<file path="config.mk">
export PLATFORM = sky130hd
export DESIGN_NAME = txr_ready_gen
export DESIGN_NICKNAME = d
export VERILOG_FILES = /design/src/rtl/txr_pkg.sv /design/src/rtl/txr_fifo_level.sv /design/src/rtl/txr_pend_count.sv /design/src/rtl/txr_exc_latch.sv /design/src/rtl/txr_ready_gen.sv
export SDC_FILE = /design/constraint.sdc
export NUM_CORES = 1
export LEC_CHECK = 0
export BUFFER_PORTS_ARGS = -buffer_cell sky130_fd_sc_hd__buf_2
export CORE_AREA = 2 2 53 50
export CTS_CLUSTER_DIAMETER = 80
export DETAILED_ROUTE_END_ITERATION = 8
export DIE_AREA = 0 0 55 52
export PLACE_DENSITY = 0.77
export SYNTH_ARGS = -nofsm -noshare
export SYNTH_HDL_FRONTEND = slang
export SYNTH_SLANG_ARGS = --single-unit
export TNS_END_PERCENT = 10
</file>
<file path="constraint.sdc">
create_clock -name clk -period 2.6 [get_ports clk]
set_clock_uncertainty 0.05 [all_clocks]
set_input_delay 0.13 -clock clk [delete_from_list [all_inputs] [get_ports clk]]
set_output_delay 0.13 -clock clk [all_outputs]
set_load 0.02 [all_outputs]
</file>
<file path="src/rtl/txr_pkg.sv">
package txr_pkg;

  // Occupancy after one cycle: a write lands only when not full,
  // a read only when not empty (both judged on the current value).
  function automatic int next_occupancy(int occ, int depth, bit wr, bit rd);
    int n;
    n = occ;
    if (wr && occ < depth) n = n + 1;
    if (rd && occ > 0)     n = n - 1;
    return n;
  endfunction

  // Outstanding packet count: retire first, then add, saturating.
  function automatic int step_pending(int pend, int maxv, bit inc, bit dec);
    int n;
    n = pend;
    if (dec && n > 0)    n = n - 1;
    if (inc && n < maxv) n = n + 1;
    return n;
  endfunction

  function automatic bit meets_threshold(int free_words, int level);
    return free_words >= level;
  endfunction

endpackage

</file>
<file path="src/rtl/txr_fifo_level.sv">
module txr_fifo_level
  import txr_pkg::*;
#(
  parameter int DEPTH = 16,
  localparam int LVL_W = $clog2(DEPTH + 1)
) (
  input  logic             clk,
  input  logic             rst_n,
  input  logic             wr_en,
  input  logic             rd_en,
  output logic             wr_acc,
  output logic [LVL_W-1:0] free_nxt,
  output logic             space_q
);

  localparam logic [LVL_W-1:0] DEPTH_L = LVL_W'(DEPTH);

  logic [LVL_W-1:0] occ_q;
  logic [LVL_W-1:0] occ_nxt;

  assign wr_acc   = wr_en && (occ_q < DEPTH_L);
  assign occ_nxt  = LVL_W'(next_occupancy(int'(occ_q), DEPTH, wr_en, rd_en));
  assign free_nxt = DEPTH_L - occ_nxt;

  always_ff @(posedge clk) begin
    if (!rst_n) begin
      occ_q   <= '0;
      space_q <= 1'b1;
    end else begin
      occ_q   <= occ_nxt;
      space_q <= (free_nxt != '0);
    end
  end

  assert_no_overflow_R9: assert property (@(posedge clk) disable iff (!rst_n)
    occ_q <= DEPTH_L);

  assert_full_drop_R9: assert property (@(posedge clk) disable iff (!rst_n)
    (occ_q == DEPTH_L && wr_en && !rd_en) |=> (occ_q == DEPTH_L));

  assert_empty_read_R9: assert property (@(posedge clk) disable iff (!rst_n)
    (occ_q == '0 && rd_en && !wr_en) |=> (occ_q == '0));

  assert_space_full_R7: assert property (@(posedge clk) disable iff (!rst_n)
    (occ_q == DEPTH_L && !rd_en) |=> !space_q);

endmodule

</file>
<file path="src/rtl/txr_pend_count.sv">
module txr_pend_count
  import txr_pkg::*;
#(
  parameter int PEND_MAX = 7,
  localparam int PEND_W = $clog2(PEND_MAX + 1)
) (
  input  logic clk,
  input  logic rst_n,
  input  logic inc,
  input  logic dec,
  output logic idle_nxt,
  output logic busy_q
);

  localparam logic [PEND_W-1:0] MAX_L = PEND_W'(PEND_MAX);

  logic [PEND_W-1:0] pend_q;
  logic [PEND_W-1:0] pend_nxt;

  assign pend_nxt = PEND_W'(step_pending(int'(pend_q), PEND_MAX, inc, dec));
  assign idle_nxt = (pend_nxt == '0);
  assign busy_q   = (pend_q != '0);

  always_ff @(posedge clk) begin
    if (!rst_n) pend_q <= '0;
    else        pend_q <= pend_nxt;
  end

  assert_pend_sat_R8: assert property (@(posedge clk) disable iff (!rst_n)
    pend_q <= MAX_L);

  assert_pend_grow_R8: assert property (@(posedge clk) disable iff (!rst_n)
    (inc && !dec && pend_q < MAX_L) |=> busy_q);

endmodule

</file>
<file path="src/rtl/txr_exc_latch.sv">
module txr_exc_latch (
  input  logic clk,
  input  logic rst_n,
  input  logic err_pulse,
  input  logic clr_pulse,
  output logic exc_q,
  output logic exc_nxt,
  output logic release_evt
);

  assign release_evt = clr_pulse && exc_q && !err_pulse;
  assign exc_nxt     = err_pulse || (exc_q && !clr_pulse);

  always_ff @(posedge clk) begin
    if (!rst_n) exc_q <= 1'b0;
    else        exc_q <= exc_nxt;
  end

  assert_err_sets_R5: assert property (@(posedge clk) disable iff (!rst_n)
    err_pulse |=> exc_q);

  assert_clr_drops_R6: assert property (@(posedge clk) disable iff (!rst_n)
    release_evt |=> !exc_q);

endmodule

</file>
<file path="src/rtl/txr_ready_gen.sv">
module txr_ready_gen
  import txr_pkg::*;
#(
  parameter int DEPTH    = 16,
  parameter int PEND_MAX = 7
) (
  input  logic                       clk,
  input  logic                       rst_n,
  input  logic                       cfg_track_done,
  input  logic [$clog2(DEPTH+1)-1:0] cfg_ready_level,
  input  logic                       host_wr,
  input  logic                       host_wr_eof,
  input  logic                       mac_rd,
  input  logic                       mac_tx_ok,
  input  logic                       mac_tx_err,
  input  logic                       host_exc_clr,
  output logic                       tx_ready,
  output logic                       space_avail,
  output logic                       tx_exception
);

  localparam int LVL_W = $clog2(DEPTH + 1);

  // Named internal events, visible to the assertions below.
  logic             wr_acc;
  logic [LVL_W-1:0] free_nxt;
  logic             eof_evt;
  logic             retire_evt;
  logic             pend_idle_nxt;
  logic             pend_busy;
  logic             exc_nxt;
  logic             exc_release;
  logic             level_ok;
  logic             ready_nxt;

  txr_fifo_level #(.DEPTH(DEPTH)) u_level (
    .clk      (clk),
    .rst_n    (rst_n),
    .wr_en    (host_wr),
    .rd_en    (mac_rd),
    .wr_acc   (wr_acc),
    .free_nxt (free_nxt),
    .space_q  (space_avail)
  );

  assign eof_evt    = wr_acc && host_wr_eof;
  assign retire_evt = mac_tx_ok || exc_release;

  txr_pend_count #(.PEND_MAX(PEND_MAX)) u_pend (
    .clk      (clk),
    .rst_n    (rst_n),
    .inc      (eof_evt),
    .dec      (retire_evt),
    .idle_nxt (pend_idle_nxt),
    .busy_q   (pend_busy)
  );

  txr_exc_latch u_exc (
    .clk         (clk),
    .rst_n       (rst_n),
    .err_pulse   (mac_tx_err),
    .clr_pulse   (host_exc_clr),
    .exc_q       (tx_exception),
    .exc_nxt     (exc_nxt),
    .release_evt (exc_release)
  );

  assign level_ok  = meets_threshold(int'(free_nxt), int'(cfg_ready_level));
  assign ready_nxt = cfg_track_done ? (pend_idle_nxt && !exc_nxt && level_ok)
                                    : level_ok;

  always_ff @(posedge clk) begin
    if (!rst_n) tx_ready <= 1'b1;
    else        tx_ready <= ready_nxt;
  end

  assert_eof_drop_R3: assert property (@(posedge clk) disable iff (!rst_n)
    (cfg_track_done && eof_evt) |=> !tx_ready);

  assert_hold_pending_R4: assert property (@(posedge clk) disable iff (!rst_n)
    (cfg_track_done && pend_busy && !retire_evt) |=> !tx_ready);

  assert_exc_holds_R10: assert property (@(posedge clk) disable iff (!rst_n)
    (cfg_track_done && tx_exception && !exc_release) |=> !tx_ready);

  assert_full_no_count_R9: assert property (@(posedge clk) disable iff (!rst_n)
    (!space_avail && !mac_rd) |-> !wr_acc);

endmodule

</file>
==> flow_metrics.env, run 1 <==
export IMPL_fp_dieH_um=52
export IMPL_maxSlewViolCount=0
export IMPL_violations="negative setup slack"
export IMPL_post_route_period_util_pct=109
export IMPL_p_leak_uw=0.000784
export IMPL_grt_first_pass_wirelength_um=5120
export IMPL_worst_setup_path_start_kind="register"
export IMPL_hold_viol_final=0
export IMPL_rows=17
export IMPL_num_nets_final=212
export IMPL_drtIter0Drc=37
export IMPL_ir_drop_mv=0.980
export IMPL_syn_area_sq_um=1080
export IMPL_clock_latency_ps=270
export IMPL_crit_required_ps=2690
export IMPL_ys_ff_latch=11
export IMPL_areaGrowthSynthToFinish_pct=57.5
export IMPL_die_w_um=55
export IMPL_layout_commonest_cell="buf_4"
export IMPL_synth_area_leaders="dfxtp_1, ha_1, xnor2_1, nor2_1, inv_1"
export IMPL_grt_overflow_total=0
export IMPL_grt_pass1_vias=1194
export IMPL_synth_top_area_share_pct=20.3
export IMPL_cts_clk_slew_worst_paths_ps=80
export IMPL_power_density_nw_per_um2=1470
export IMPL_met1_usage_pct=29.4
export IMPL_min_path_type="in -> reg"
export IMPL_gp_congestion=0.833
export IMPL_ant_nets=0
export IMPL_firstDrtPassIters=4
export IMPL_avgSynthCellArea_sq_um=8.33
export IMPL_rsz0062_at_grt="yes"
export IMPL_hpwlAfterDp_um=2310
export IMPL_grt_max_degree=9
export IMPL_crit_fanout=3
export IMPL_clock_path_buffers=2
export IMPL_wl_per_cell_um=15.8
export IMPL_critPathCaptureType="register"
export IMPL_root_buffer="clkbuf_4"
export IMPL_cts_tree="yes"
export IMPL_clock_sinks=11
export IMPL_hold_buffers=0
export IMPL_synth_largest_area_cell="dfxtp_1"
export IMPL_io_buffers=16
export IMPL_max_freq_mhz=353
export IMPL_pre_cts_slack_ps=-284
export IMPL_yosysUniqueCellTypes=49
export IMPL_max_slew_worst_pin_slew_ps=735
export IMPL_use_met3_pct=3.74
export IMPL_maxCapViolations=0
export IMPL_worst_setup_path_type="reg -> reg"
export IMPL_detail_route_vias_per_cell=5.62
export IMPL_slew_headroom_pct=50.6
export IMPL_use_met2_pct=42.9
export IMPL_grt_use_total_pct=24.6
export IMPL_worstPathArrival_ps=2920
export IMPL_core_area_sq_um=2340
export IMPL_drive_above_1_share_pct=49.5
export IMPL_ys_warn_count=0
export IMPL_async_reset_ff_share_pct=0
export IMPL_antenna_found_initial=0
export IMPL_htreeDepth=1
export IMPL_post_route_min_period_ps=2830
export IMPL_num_vias=1191
export IMPL_drt_total_wl_um=3340
export IMPL_drc=0
export IMPL_final_util_pct=72.8
export IMPL_die_area_sq_um=2860
export IMPL_initial_core_util_pct=46.3
export IMPL_top_usage_layer="met2"
export IMPL_setup_ws_ps=-233
export IMPL_fillers=158
export IMPL_numCtsBuffers=3
export IMPL_syn_nets=157
export IMPL_total_power_uw=2500
export IMPL_ioPinCount=17
export IMPL_finalSetupViolations=2
export IMPL_synth_seq_area_share_pct=20.3
export IMPL_outcome="finished with violations"
export IMPL_synth_edf_count=0
export IMPL_synth_cells=130
export IMPL_final_cell_mix="buf_4, buf_2, nor2_1"
export IMPL_synth_top_flop_cell="dfxtp_1"
export IMPL_num_antenna_cells=0
## per-stage QoR
| stage | hold slack (ps) | cell area [sq um] | cells | setup TNS [ps] |
|---|---|---|---|---|
| floorplan | 159 | 1110 | 130 | -158 |
| global placement | 310 | 1430 | 201 | -213 |
| detailed placement | 315 | 1430 | 201 | -307 |
| CTS | 45.2 | 1640 | 211 | -248 |
| global route | 50.6 | 1700 | 212 | -521 |
| finish | 44.8 | 1700 | 212 | -339 |
## cell families (layout without fill, tap and decap cells)
group	Yosys count	after routing	share of synthesized area, %
compound gates	29	29	19.9
fa+ha+maj	13	13	15.0
xor+xnor	12	12	11.4
buf+inv	12	66	4.16
simple gates	50	50	26.4
mux	3	3	2.77
flops	11	11	20.3
## worst max-delay path, stage by stage (launching register included)
cell and delay (ps):
dfxtp_2 330, inv_2 80, ha_4 120, or4b_4 500, and2_4 190, nand2_4 70, nand2_4 70, ha_4 270
ha_4 180, a21o_1 170, a21o_1 170, a211o_1 290, o2111ai_1 70, o221ai_1 120
## synth_stat cells (2+ instances only)
master and count:
nand3_1 2, nor3_1 2, a21o_1 2, dfxtp_1 11, mux2i_1 3, a21oi_1 3, xor2_1 4, o21ai_0 4
o21ai_1 2, inv_1 11, nand3b_1 2, ha_1 13, xnor2_1 7, o2111ai_1 2, o22ai_1 2, nand4b_1 2
nand2b_1 2, nor2_1 13, nand2_1 11, and2_1 3
## final timing paths
kind	cells past startpoint	slack (ps)	start	endpoint
worst max-delay path	13	-230	u_level.occ_q[1]	tx_ready
worst min-delay path	2	40	rst_n	tx_ready
worst max register to register	13	-230	u_level.occ_q[1]	tx_ready
worst min register to register	2	490	u_exc.exc_q	u_exc.exc_q
## timing repair
action	4_1_cts	5_1_grt
pin swaps	10	8
buffers inserted	6	1
endpoints found under the setup margin	2	4
resized for setup	24	10
## state kept, by name, indices dropped and copies added, names as in the netlist
signal           flops
u_level.occ_q        5
u_exc.exc_q          1
u_pend.pend_q        3
u_level.space_q      1
tx_ready             1
## layer usage
| layer | vias up | routed length, um |
|---|---|---|
| li1 | 583 | - |
| met1 | 570 | 1440 |
| met2 | 34 | 1700 |
| met3 | 4 | 166 |
| met4 | 0 | 31 |
| met5 | - | 0 |
## power by group
part           switching, uW  leakage [uW]  internal [uW]
logic                    990      0.000677           1100
registers               53.0     0.0000922            234
clock network           61.2     0.0000150           59.2
total                   1100      0.000784           1390
## area by class of cell
cell class	instances	area (sq um)	area share (%)
multi-input cells	107	1030	60.4
repair buffers	51	347	20.3
flip-flops and latches	11	226	13.3
inverters	11	41.3	2.42
well taps	28	35.0	2.06
clock buffers	4	26.3	1.54
(Power assumes the default switching activity.)
==> run 2, diff against run 1 <==
Settings changed: ABC_AREA set to 1, CORE_AREA 2 2 53 50 to 2 2 51 48, DIE_AREA 0 0 55 52 to 0 0 53 50, PLACE_DENSITY 0.77 to 0.78.
==> run 2 against run 1 <==
  * The run now ends clean
  * Combinational power shrank 19%
  * Setup slack improved by 240 ps
  * Non-clock buffer count decreased by 24
  * Synthesized area down 7.6%
  * Sequential cell count is the same
  * Fmax rose by 9.2%
  * Register-to-register slack better by 240 ps
  * Design area decreased by 22%
  * Critical path depth grew 7
  * Utilization fell by 9.8 points
  * Wire length down 31%
  * Global-route usage shrank 6.3 points
  * Critical path type unchanged
  * Highest routed layer unchanged
==> flow_metrics.env, run 2 <==
export IMPL_fillers=200
export IMPL_syn_area_sq_um=1000
export IMPL_detail_route_vias_per_cell=4.86
export IMPL_core_area_sq_um=2100
export IMPL_ys_top_cells_by_count="nand2_1, inv_1, nor2_1"
export IMPL_critPathTopFamily="adder cells"
export IMPL_max_slew_worst_pin_slew_ps=273
export IMPL_ys_warn_count=0
export IMPL_reg2reg_from="u_level.occ_q[0]"
export IMPL_synth_area_leaders="dfxtp_1, ha_1, nand2_1, inv_1, nor2_1"
export IMPL_io_buffers=16
export IMPL_min_path_type="in -> reg"
export IMPL_grt_max_degree=10
export IMPL_gp_congestion=0.894
export IMPL_drive_above_1_share_pct=30.9
export IMPL_async_reset_ff_share_pct=0
export IMPL_hp_start="rst_n"
export IMPL_r2r_slack_ps=5
export IMPL_holdPathEnd="tx_ready"
export IMPL_grt_use_total_pct=18.3
export IMPL_synth_seq_area_share_pct=22.0
export IMPL_postPlaceCellArea_sq_um=1140
export IMPL_die_area_sq_um=2650
export IMPL_wl_per_cell_um=10.8
export IMPL_worst_setup_path_type="reg -> reg"
export IMPL_finalSetupViolations=0
export IMPL_maxSlewViolCount=0
export IMPL_hold_viol_final=0
export IMPL_firstDrtPassIters=4
export IMPL_ys_ff_latch=11
export IMPL_finish_instance_area_sq_um=1330
export IMPL_root_buffer="clkbuf_4"
export IMPL_ant_nets=0
export IMPL_worstPathArrival_ps=2760
export IMPL_fin_tns_setup_ps=0
export IMPL_drt_total_wl_um=2310
export IMPL_power_density_nw_per_um2=1580
export IMPL_synth_edf_count=0
export IMPL_final_cell_mix="nand2_1, inv_1, buf_2"
export IMPL_yosysUniqueCellTypes=21
export IMPL_final_util_pct=63.0
export IMPL_antenna_found_initial=0
export IMPL_synth_largest_area_cell="dfxtp_1"
export IMPL_grt_pass1_vias=1001
export IMPL_syn_nets=184
export IMPL_initial_core_util_pct=47.6
export IMPL_slowest_stage="dfxtp_2"
export IMPL_numCtsBuffers=3
export IMPL_post_route_period_util_pct=99.8
export IMPL_num_nets_final=216
export IMPL_ff2ff_path_depth=20
export IMPL_crit_required_ps=2760
export IMPL_layoutNonFillerInstCount=215
export IMPL_path_cells="inv_2 -> ha_4 -> o21a_1 -> inv_2 -> ha_4 -> o21ai_4 -> inv_2 -> ha_4 -> inv_4 -> nor2_4 -> inv_1 -> nand2_2 -> inv_2 -> ha_4 -> inv_1 -> o21bai_1 -> a21oi_1 -> o21bai_1 -> nand2_1 -> nand2_1"
export IMPL_die_w_um=53
export IMPL_ioPinCount=17
export IMPL_multi_input_area_sq_um=734
export IMPL_hpwlAfterDp_um=1680
export IMPL_cts_tree="yes"
export IMPL_slowest_delay_ps=340
export IMPL_outcome="finished, final reports clean"
export IMPL_fp_dieH_um=50
export IMPL_num_vias=1045
export IMPL_max_flop_register="u_level.occ_q"
export IMPL_synth_top_flop_cell="dfxtp_1"
export IMPL_critPathCaptureType="register"
export IMPL_wl_met1_um=957
export IMPL_clock_latency_ps=270
export IMPL_layout_commonest_cell="nand2_1"
export IMPL_p_leak_uw=0.000698
export IMPL_reg_top3="u_level.occ_q: 5 flops, u_pend.pend_q: 3 flops"
export IMPL_whs_ps=14.5
export IMPL_clock_sinks=11
export IMPL_max_freq_mhz=385
export IMPL_largest_reg_flops=5
export IMPL_htreeDepth=1
export IMPL_worst_setup_path_start_kind="register"
export IMPL_num_antenna_cells=0
export IMPL_placed_cells=203
export IMPL_maxCapViolations=0
export IMPL_ir_drop_mv=1.08
export IMPL_clock_path_buffers=2
export IMPL_rows=16
export IMPL_avgSynthCellArea_sq_um=6.37
export IMPL_topRoutingLayerUsed="met4"
export IMPL_drtIter0Drc=18
export IMPL_areaGrowthSynthToFinish_pct=32.5
export IMPL_grt_first_pass_wirelength_um=3700
export IMPL_path_buf_inv=7
export IMPL_route_met3_wl_um=85
export IMPL_post_route_min_period_ps=2590
export IMPL_synth_cells=157
export IMPL_drc=0
export IMPL_whs_path_depth=2
export IMPL_seq_area_sq_um=223
export IMPL_met2WireLength_um=1210
export IMPL_synth_most_common_cell="nand2_1"
export IMPL_synth_top_area_share_pct=22.0
export IMPL_rr_endpoint="tx_ready"
export IMPL_slew_headroom_pct=81.6
export IMPL_cts_clk_slew_worst_paths_ps=70
export IMPL_grt_overflow_total=0
export IMPL_rsz0062_at_grt="yes"
export IMPL_crit_fanout=3
## run 2: changes by cell type after synthesis, sizes merged, moves of 3 or more
cell and delta:
nand2 +31, inv +26, nand3 +8, xnor2 -7
a21oi +3, and2 -3, mux2i -3, nand4 +3
nor2 +3
## run 2: where the power goes
| part | leakage [uW] | switching [uW] | internal [uW] |
|---|---|---|---|
| logic | 0.000592 | 921 | 779 |
| registers | 0.0000913 | 36.2 | 236 |
| clock network | 0.0000150 | 58.3 | 59.4 |
| total | 0.000698 | 1020 | 1070 |
## run 2: worst max path at each step
stage | depth (start not counted) | startpoint | to
final | 20 | u_level.occ_q[0] | tx_ready
after floorplan | 18 | u_level.occ_q[0] | tx_ready
after global placement | 18 | u_level.occ_q[0] | tx_ready
after detailed placement | 18 | u_level.occ_q[0] | tx_ready
after global routing | 18 | u_level.occ_q[1] | tx_ready
after CTS | 19 | u_level.occ_q[0] | tx_ready
## run 2: what timing repair did
item | 4_1_cts | 5_1_grt
hold buffers | 0 | 0
endpoints found under the hold margin | 0 | 0
buffers inserted | 7 | 1
gates resized for setup | 11 | 11
setup endpoints to repair | 1 | 2
pin swaps | 11 | 9
## run 2: per-stage QoR
| stage | power, uW | worst slack, ps |
|---|---|---|
| floorplan | 1160 | 19.3 |
| global placement | 1360 | -27.1 |
| detailed placement | 1420 | -140 |
| CTS | 1840 | 17.6 |
| global route | 2320 | -83.4 |
| finish | 2090 | 5.36 |
## run 2: cell type report
| type | instances | area share [%] |
|---|---|---|
| multi-input combinational | 108 | 55.4 |
| inverter | 38 | 11.0 |
| sequential | 11 | 16.8 |
| tap | 27 | 2.55 |
| clock buffer | 4 | 1.98 |
| timing repair buffer | 27 | 12.3 |
## run 2: kinds of logic (layout without fill, tap and decap cells)
family / Yosys count / after routing / synth area share [%]
AOI/OAI and AO/OA: 15 / 15 / 8.88
xor gates and xnor gates: 6 / 6 / 6.01
adders and majority gates: 13 / 13 / 16.3
buffers and inverters: 38 / 69 / 14.3
DFF: 11 / 11 / 22.0
and+or+nand+nor: 74 / 74 / 32.5
## run 2: worst reg2reg max path, delay by kind of cell (launching register included)
kind	cells	cell delay, ps
buffers and inverters	7	350
AND/OR/NAND/NOR	4	340
adder cells (fa/ha/maj)	4	910
flip-flops	1	340
AO/OA/AOI/OAI	5	550
## run 2: layer usage
metal  global-route usage (%)  up-vias
met1                     19.6      465
met3                     2.73        8
li1                         -      543
met5                        0        -
met2                     34.0       29
met4                     8.12        0
